`src/rtl/cs_add_pkg.sv`:
```
package cs_add_pkg;
  localparam int unsigned SLICE_W_DEFAULT = 32;

  typedef enum logic {
    SPEC_NO_CARRY = 1'b0,
    SPEC_CARRY    = 1'b1
  } spec_sel_e;
endpackage

```
`src/rtl/cs_slice_adder.sv`:
```
module cs_slice_adder #(
  parameter int unsigned W = cs_add_pkg::SLICE_W_DEFAULT
) (
  input  logic [W-1:0] a_in,
  input  logic [W-1:0] b_in,
  input  logic         c_in,
  output logic [W-1:0] s_out,
  output logic         c_out
);
  logic [W:0] total;

  always_comb begin
    total = {1'b0, a_in} + {1'b0, b_in} + {{W{1'b0}}, c_in};
  end

  assign s_out = total[W-1:0];
  assign c_out = total[W];
endmodule

```
`src/rtl/cs_upper_select.sv`:
```
module cs_upper_select
  import cs_add_pkg::*;
#(
  parameter int unsigned W = SLICE_W_DEFAULT
) (
  input  logic [W-1:0] a_hi,
  input  logic [W-1:0] b_hi,
  input  logic         low_carry,
  output logic [W-1:0] s_hi,
  output logic         c_hi
);
  localparam int unsigned NSPEC = 2;

  logic [W-1:0] spec_sum  [NSPEC];
  logic         spec_cout [NSPEC];
  spec_sel_e    pick;

  for (genvar g = 0; g < NSPEC; g++) begin : g_spec
    cs_slice_adder #(.W(W)) u_slice (
      .a_in  (a_hi),
      .b_in  (b_hi),
      .c_in  (1'(g)),
      .s_out (spec_sum[g]),
      .c_out (spec_cout[g])
    );
  end

  always_comb begin
    pick = spec_sel_e'(low_carry);
    if (pick == SPEC_CARRY) begin
      s_hi = spec_sum[1];
      c_hi = spec_cout[1];
    end else begin
      s_hi = spec_sum[0];
      c_hi = spec_cout[0];
    end
  end

  always_comb begin

    spec_pair_chk: assert (spec_sum[1] == spec_sum[0] + W'(1))
      else $error("speculative sums are not one apart");

    carry_order_chk: assert (!spec_cout[0] || spec_cout[1])
      else $error("carry without increment but not with increment");
  end
endmodule

```
`src/rtl/cs_wide_adder.sv`:
```
module cs_wide_adder
  import cs_add_pkg::*;
#(
  parameter int unsigned SW = SLICE_W_DEFAULT
) (
  input  logic [2*SW-1:0] op_a,
  input  logic [2*SW-1:0] op_b,
  input  logic            carry_in,
  output logic [2*SW-1:0] sum_out,
  output logic            carry_out
);
  localparam int unsigned TW = 2 * SW;

  logic [SW-1:0] lo_sum;
  logic          lo_carry;
  logic [SW-1:0] hi_sum;
  logic          hi_carry;

  cs_slice_adder #(.W(SW)) u_low (
    .a_in  (op_a[SW-1:0]),
    .b_in  (op_b[SW-1:0]),
    .c_in  (carry_in),
    .s_out (lo_sum),
    .c_out (lo_carry)
  );


  cs_upper_select #(.W(SW)) u_high (
    .a_hi      (op_a[TW-1:SW]),
    .b_hi      (op_b[TW-1:SW]),
    .low_carry (lo_carry),
    .s_hi      (hi_sum),
    .c_hi      (hi_carry)
  );

  assign sum_out   = {hi_sum, lo_sum};
  assign carry_out = hi_carry;

  logic [TW:0] chk_total;

  always_comb begin
    chk_total = {1'b0, op_a} + {1'b0, op_b} + {{TW{1'b0}}, carry_in};

    full_width_chk: assert ({carry_out, sum_out} == chk_total)
      else $error("wide result mismatch");

    wrap_all_chk: assert (!((op_a == ~op_b) && carry_in) || (sum_out == '0 && carry_out))
      else $error("complementary operands with carry did not wrap");

    zero_add_chk: assert (!(op_a == '0 && op_b == '0) || (sum_out == TW'(carry_in) && !carry_out))
      else $error("zero operands gave wrong result");
  end
endmodule

```
`config.mk`:
```
export PLATFORM = sky130hd
export DESIGN_NAME = cs_wide_adder
export DESIGN_NICKNAME = d
export VERILOG_FILES = /design/src/rtl/cs_add_pkg.sv /design/src/rtl/cs_slice_adder.sv /design/src/rtl/cs_upper_select.sv /design/src/rtl/cs_wide_adder.sv
export SDC_FILE = /design/constraint.sdc
export NUM_CORES = 1
export LEC_CHECK = 0
export ABC_AREA = 1
export BUFFER_PORTS_ARGS = -buffer_cell sky130_fd_sc_hd__buf_4
export CORE_MARGIN = 2
export CORE_UTILIZATION = 40
export DETAILED_ROUTE_END_ITERATION = 16
export PLACE_DENSITY = 0.76
export SLEW_MARGIN = 0
export SYNTH_ARGS = -nofsm -noshare
export SYNTH_HDL_FRONTEND = slang
export SYNTH_SLANG_ARGS = --single-unit
export TNS_END_PERCENT = 100
```
`constraint.sdc`:
```
create_clock -name vclk -period 3.05
set_input_delay 0.61 -clock vclk [all_inputs]
set_output_delay 0.61 -clock vclk [all_outputs]
set_load 0.02 [all_outputs]
```
======== Word-level counts from Yosys, hierarchy flattened ========
Cells that the tools add are included.
cells by class
  $add $sub $neg .......................... 4
  multipliers ............................. 0
  divide/modulo/power cells ............... 0
  magnitude comparators ................... 0
  eq/ne operators ......................... 0
  shift operators ......................... 0
  muxes and demuxes ....................... 2
  bitwise gates (word level) .............. 0
  reduce and logical (&&, ||, !) cells .... 0
operators with widths
  operator                                       count
  adder 32 x 32 -> 33 bit                        2
  adder 33 x 1 -> 33 bit                         1
  adder 33 x 1 -> 33 bit, second input constant  1
  two-way mux 32 bit                             1
  two-way mux 1 bit                              1
word-level totals
  flip-flop bits (word level) ............. 0
  latch bits .............................. 0
  RAM bits ................................ 0
  memory bits (read-only) ................. 0
  bits of input ports ..................... 129
  output and inout port bits .............. 65
  word-level logic and storage cells ...... 6
  memories kept ........................... 0

======== Depth between registers and ports, before layout ========
  depth in word-level cells ............... 3
  gate-level depth with buffers ........... 20

======== Modules after synthesis ========
Synthesis repeated with hierarchy kept, for this count alone.
unflattened totals
  cells, all modules ...................... 1621
  area, all modules ....................... 7654.8 sq um
modules (own cells, without submodules)
  module                                          instances  cells an instance  area an instance (sq um)  seq. area each (sq um)
  cs_slice_adder at u_high.g_spec[0].u_slice ...  2          505                2393.5                    0.0
  cs_slice_adder at u_low                         1          502                2381.0                    0.0
  cs_upper_select                                 1          109                486.7                     0.0

======== Worst setup path after synthesis ========
No wires, ideal clock.
  path type ............................... input to output
  from .................................... in op_a[0]
  to ...................................... out sum_out[38]
  arrival time ............................ 2.844 ns
  required time ........................... 2.440 ns
  setup slack ............................. -0.404 ns
  stages .................................. 15
  path buffers ............................ 1
  cells stage by stage .................... inv_1 -> fa_1 -> inv_1 -> fa_1 -> nand3_1 -> nand2_1 -> nand3_1 -> nand2_1 -> nand3_1 -> nand2_1 -> nand3_1 -> nand2_2 -> buf_2 -> nand3_1 -> xnor2_1
between the ends
  word-level cells in the longest chain between the ends .. 3
RTL lines
  item                     line                   text
  start, declared          cs_wide_adder.sv:6     input logic [2*SW-1:0] op_a,
  adder 32 x 32 -> 33 bit  cs_slice_adder.sv:13   total = {1'b0, a_in} + {1'b0, b_in} + {{W{1'b0}}, c_in};
  adder 33 x 1 -> 33 bit   cs_slice_adder.sv:13
  two-way mux 32 bit       cs_upper_select.sv:30  if (pick == SPEC_CARRY) begin
  end, declared            cs_wide_adder.sv:9     output logic [2*SW-1:0] sum_out,
No other way between the ends.

======== Final worst setup path ========
  from .................................... in op_b[32]
  to ...................................... out sum_out[58]
between the ends
  word-level cells in the longest chain between the ends .. 3
RTL lines
  item                       line                   text
  start, declared            cs_wide_adder.sv:7     input logic [2*SW-1:0] op_b,
  adder 32 x 32 -> 33 bit *  cs_slice_adder.sv:13
  adder 33 x 1 -> 33 bit     cs_slice_adder.sv:13
  two-way mux 32 bit *       cs_upper_select.sv:30
Mark *: on every way between the ends. The rest lies on a longest branch, timed or not.

==> flow_metrics.tcl <==
set metrics [dict create \
    avgRoutedWirePerCell_um 14.3 \
    ioPinCount 194 \
    p_switching_w 0.00149 \
    wl_um 23800 \
    intPower_w 0.00130 \
    tightest_slew_ps 375 \
    grt_max_degree 9 \
    ys_top_cells_by_count "nand2_1 (393), inv_1 (193), nor2_1 (91)" \
    dieArea_mm2 0.0145 \
    synth_nets 1258 \
    diodes 0 \
    seq_power_share_pct 0 \
    rsz0062_at_grt "yes" \
    met1_usage_pct 32.2 \
    grt.busiest_layer "met2" \
    syn_avg_cell_area_um2 5.11 \
    combPwrFrac_pct 100.0 \
    use_met2_pct 54.0 \
    seqCellArea_um2 0 \
    clkbuf_count 0 \
    hold_class "input port to primary output" \
    required_ps 2440 \
    setup_violations 48 \
    dpl_cell_area_mm2 0.00888 \
    final_nets 1684 \
    p_per_area_mw_per_mm2 272 \
    start_util_pct 41.0 \
    synth_top_cell_area_share_pct 27.2 \
    drt_iter0_drc 499 \
    use_met3_pct 1.56 \
    drt_pass1_iterations 6 \
    finish.utilization_pct 77.4 \
    drive_gt1_share_pct 46.8 \
    critPathKind "input port to primary output" \
    area_growth_pct 88.8 \
    critPathMaxFanout 5 \
    gr-total-overflow 0 \
    yosysTopAreaCell "nand2_1" \
    gp_congestion 0.936 \
    ir_drop_mv 0.126 \
    grt_pass1_wl_um 34200 \
    syn_inst 1062 \
    hpwl_um 17300 \
    hold_viol 0 \
    multi_input_area_mm2 0.00581 \
    failed_checks "setup timing" \
    stdcell_area_mm2 0.0103 \
    gr-usage-all-layers_pct 27.8 \
    synth.distinct_cells 34 \
    ys.warnings.count 0 \
    n_fill_cell 963 \
    p_sw_share_pct 53.4 \
    arrival_ps 3100 \
    antenna_found_initial 0 \
    postRouteAntennaNets 0 \
    syn_area_mm2 0.00543 \
    grt_pass1_vias 7934 \
    seq_cell_count 0 \
    placementRows 42 \
    ys_seq_area_share_pct 0 \
    fp.dieH_um 121 \
    drv_slew 0 \
    slew_headroom_pct 74.8 \
    drc 0 \
    cp-start-kind "input port" \
    pwr-share-clk_pct 0 \
    core_mm2 0.0132 \
    num_vias 8415 \
    die_w_um 121 \
    period_share_pct 122 \
    maxCapViolations 0 \
    fmax_mhz 269 \
    synth.most_common_cell "nand2_1" \
    worstSetupEndpointType "primary output" \
    fin_ws_ps -662 \
    viasPerCell 5.06 \
    portBuffers 194 \
    power_leakage_nw 5.63 \
    pre_cts_slack_ps -592 \
    finalCriticalPeriod_ps 3710 \
    outcome "complete, but fails checks" \
    ys_top_cells_by_area "nand2_1 (27%), ha_1 (15%), inv_1 (13%), nand3_1 (6.4%), nor2_1 (6.3%)" \
]
==> power groups by stage <==
stage	registers [W]	clock network, W	logic [W]
after floorplan	0	0	0.00124
after global placement	0	0	0.00228
after detailed placement	0	0	0.00231
after CTS	0	0	0.00247
after global routing	0	0	0.00297
final	0	0	0.00279
==> metrics by stage <==
step	TNS, ps	instances	power, W	hold slack, ps
CTS	-15030	1652	0.00247	1640
global route	-23580	1662	0.00297	1690
global placement	-16650	1631	0.00228	1640
detailed placement	-18240	1631	0.00231	1640
floorplan	-3690	1062	0.00124	1470
finish	-18960	1662	0.00279	1690
==> critical path, stage by stage <==
cell,delay [ps]
buf_8,100
ha_4,160
fa_2,600
ha_4,160
inv_2,30
nor2_2,110
nand2_2,90
nor2_4,100
nand2_2,70
nor2_4,130
nand3_2,120
nor2_4,240
nand3_4,160
nor2_4,100
nand2_1,70
nand2_1,80
inv_2,40
buf_6,120
==> placed cells by master, fill, tap and decap left out, types with 11 or more instances in the layout <==
master	count
buf_6	60
xor2_1	21
nand4_1	13
a21oi_1	28
a21oi_2	23
nand2_1	341
nor2_1	61
buf_4	362
nand2_2	62
o21ai_0	13
inv_2	19
nand3_2	23
ha_4	14
ha_1	44
nor2_2	36
xnor2_2	11
inv_1	175
nor2_4	19
nand3_1	47
==> final timing paths <==
kind | depth (start not counted) | to | slack (ps) | start
setup / recovery | 18 | sum_out[58] | -660 | op_b[32]
hold / removal | 3 | sum_out[1] | 1690 | op_b[1]
==> final cells by class <==
cell class | count | share of cell area [%]
tap | 176 | 2.15
timing repair buffer | 425 | 33.6
inverter | 200 | 7.59
multi-input combinational | 861 | 56.7
==> cell families (layout without fill, tap and decap cells) <==
logic type	after synthesis	after routing	share of synthesized area, %
AND/OR/NAND/NOR	642	642	51.4
buffers and inverters	201	625	13.9
AO/OA/AOI/OAI	102	102	10.7
adder cells (fa/ha/maj)	67	67	15.9
XOR/XNOR	50	50	8.07
==> layer usage <==
| layer | routed length [µm] | vias up |
|---|---|---|
| li1 | - | 4160 |
| met1 | 9370 | 3836 |
| met2 | 12200 | 327 |
| met3 | 1150 | 92 |
| met4 | 1090 | 0 |
| met5 | 0 | - |
==> repair_timing <==
item | 4_1_cts | 5_1_grt
pin swaps | 69 | 94
resized for setup | 101 | 169
setup endpoints to repair | 51 | 52
cloned | 0 | 0
hold buffers | 0 | 0
buffers inserted | 23 | 14
Power figures use the tool's default switching activity.
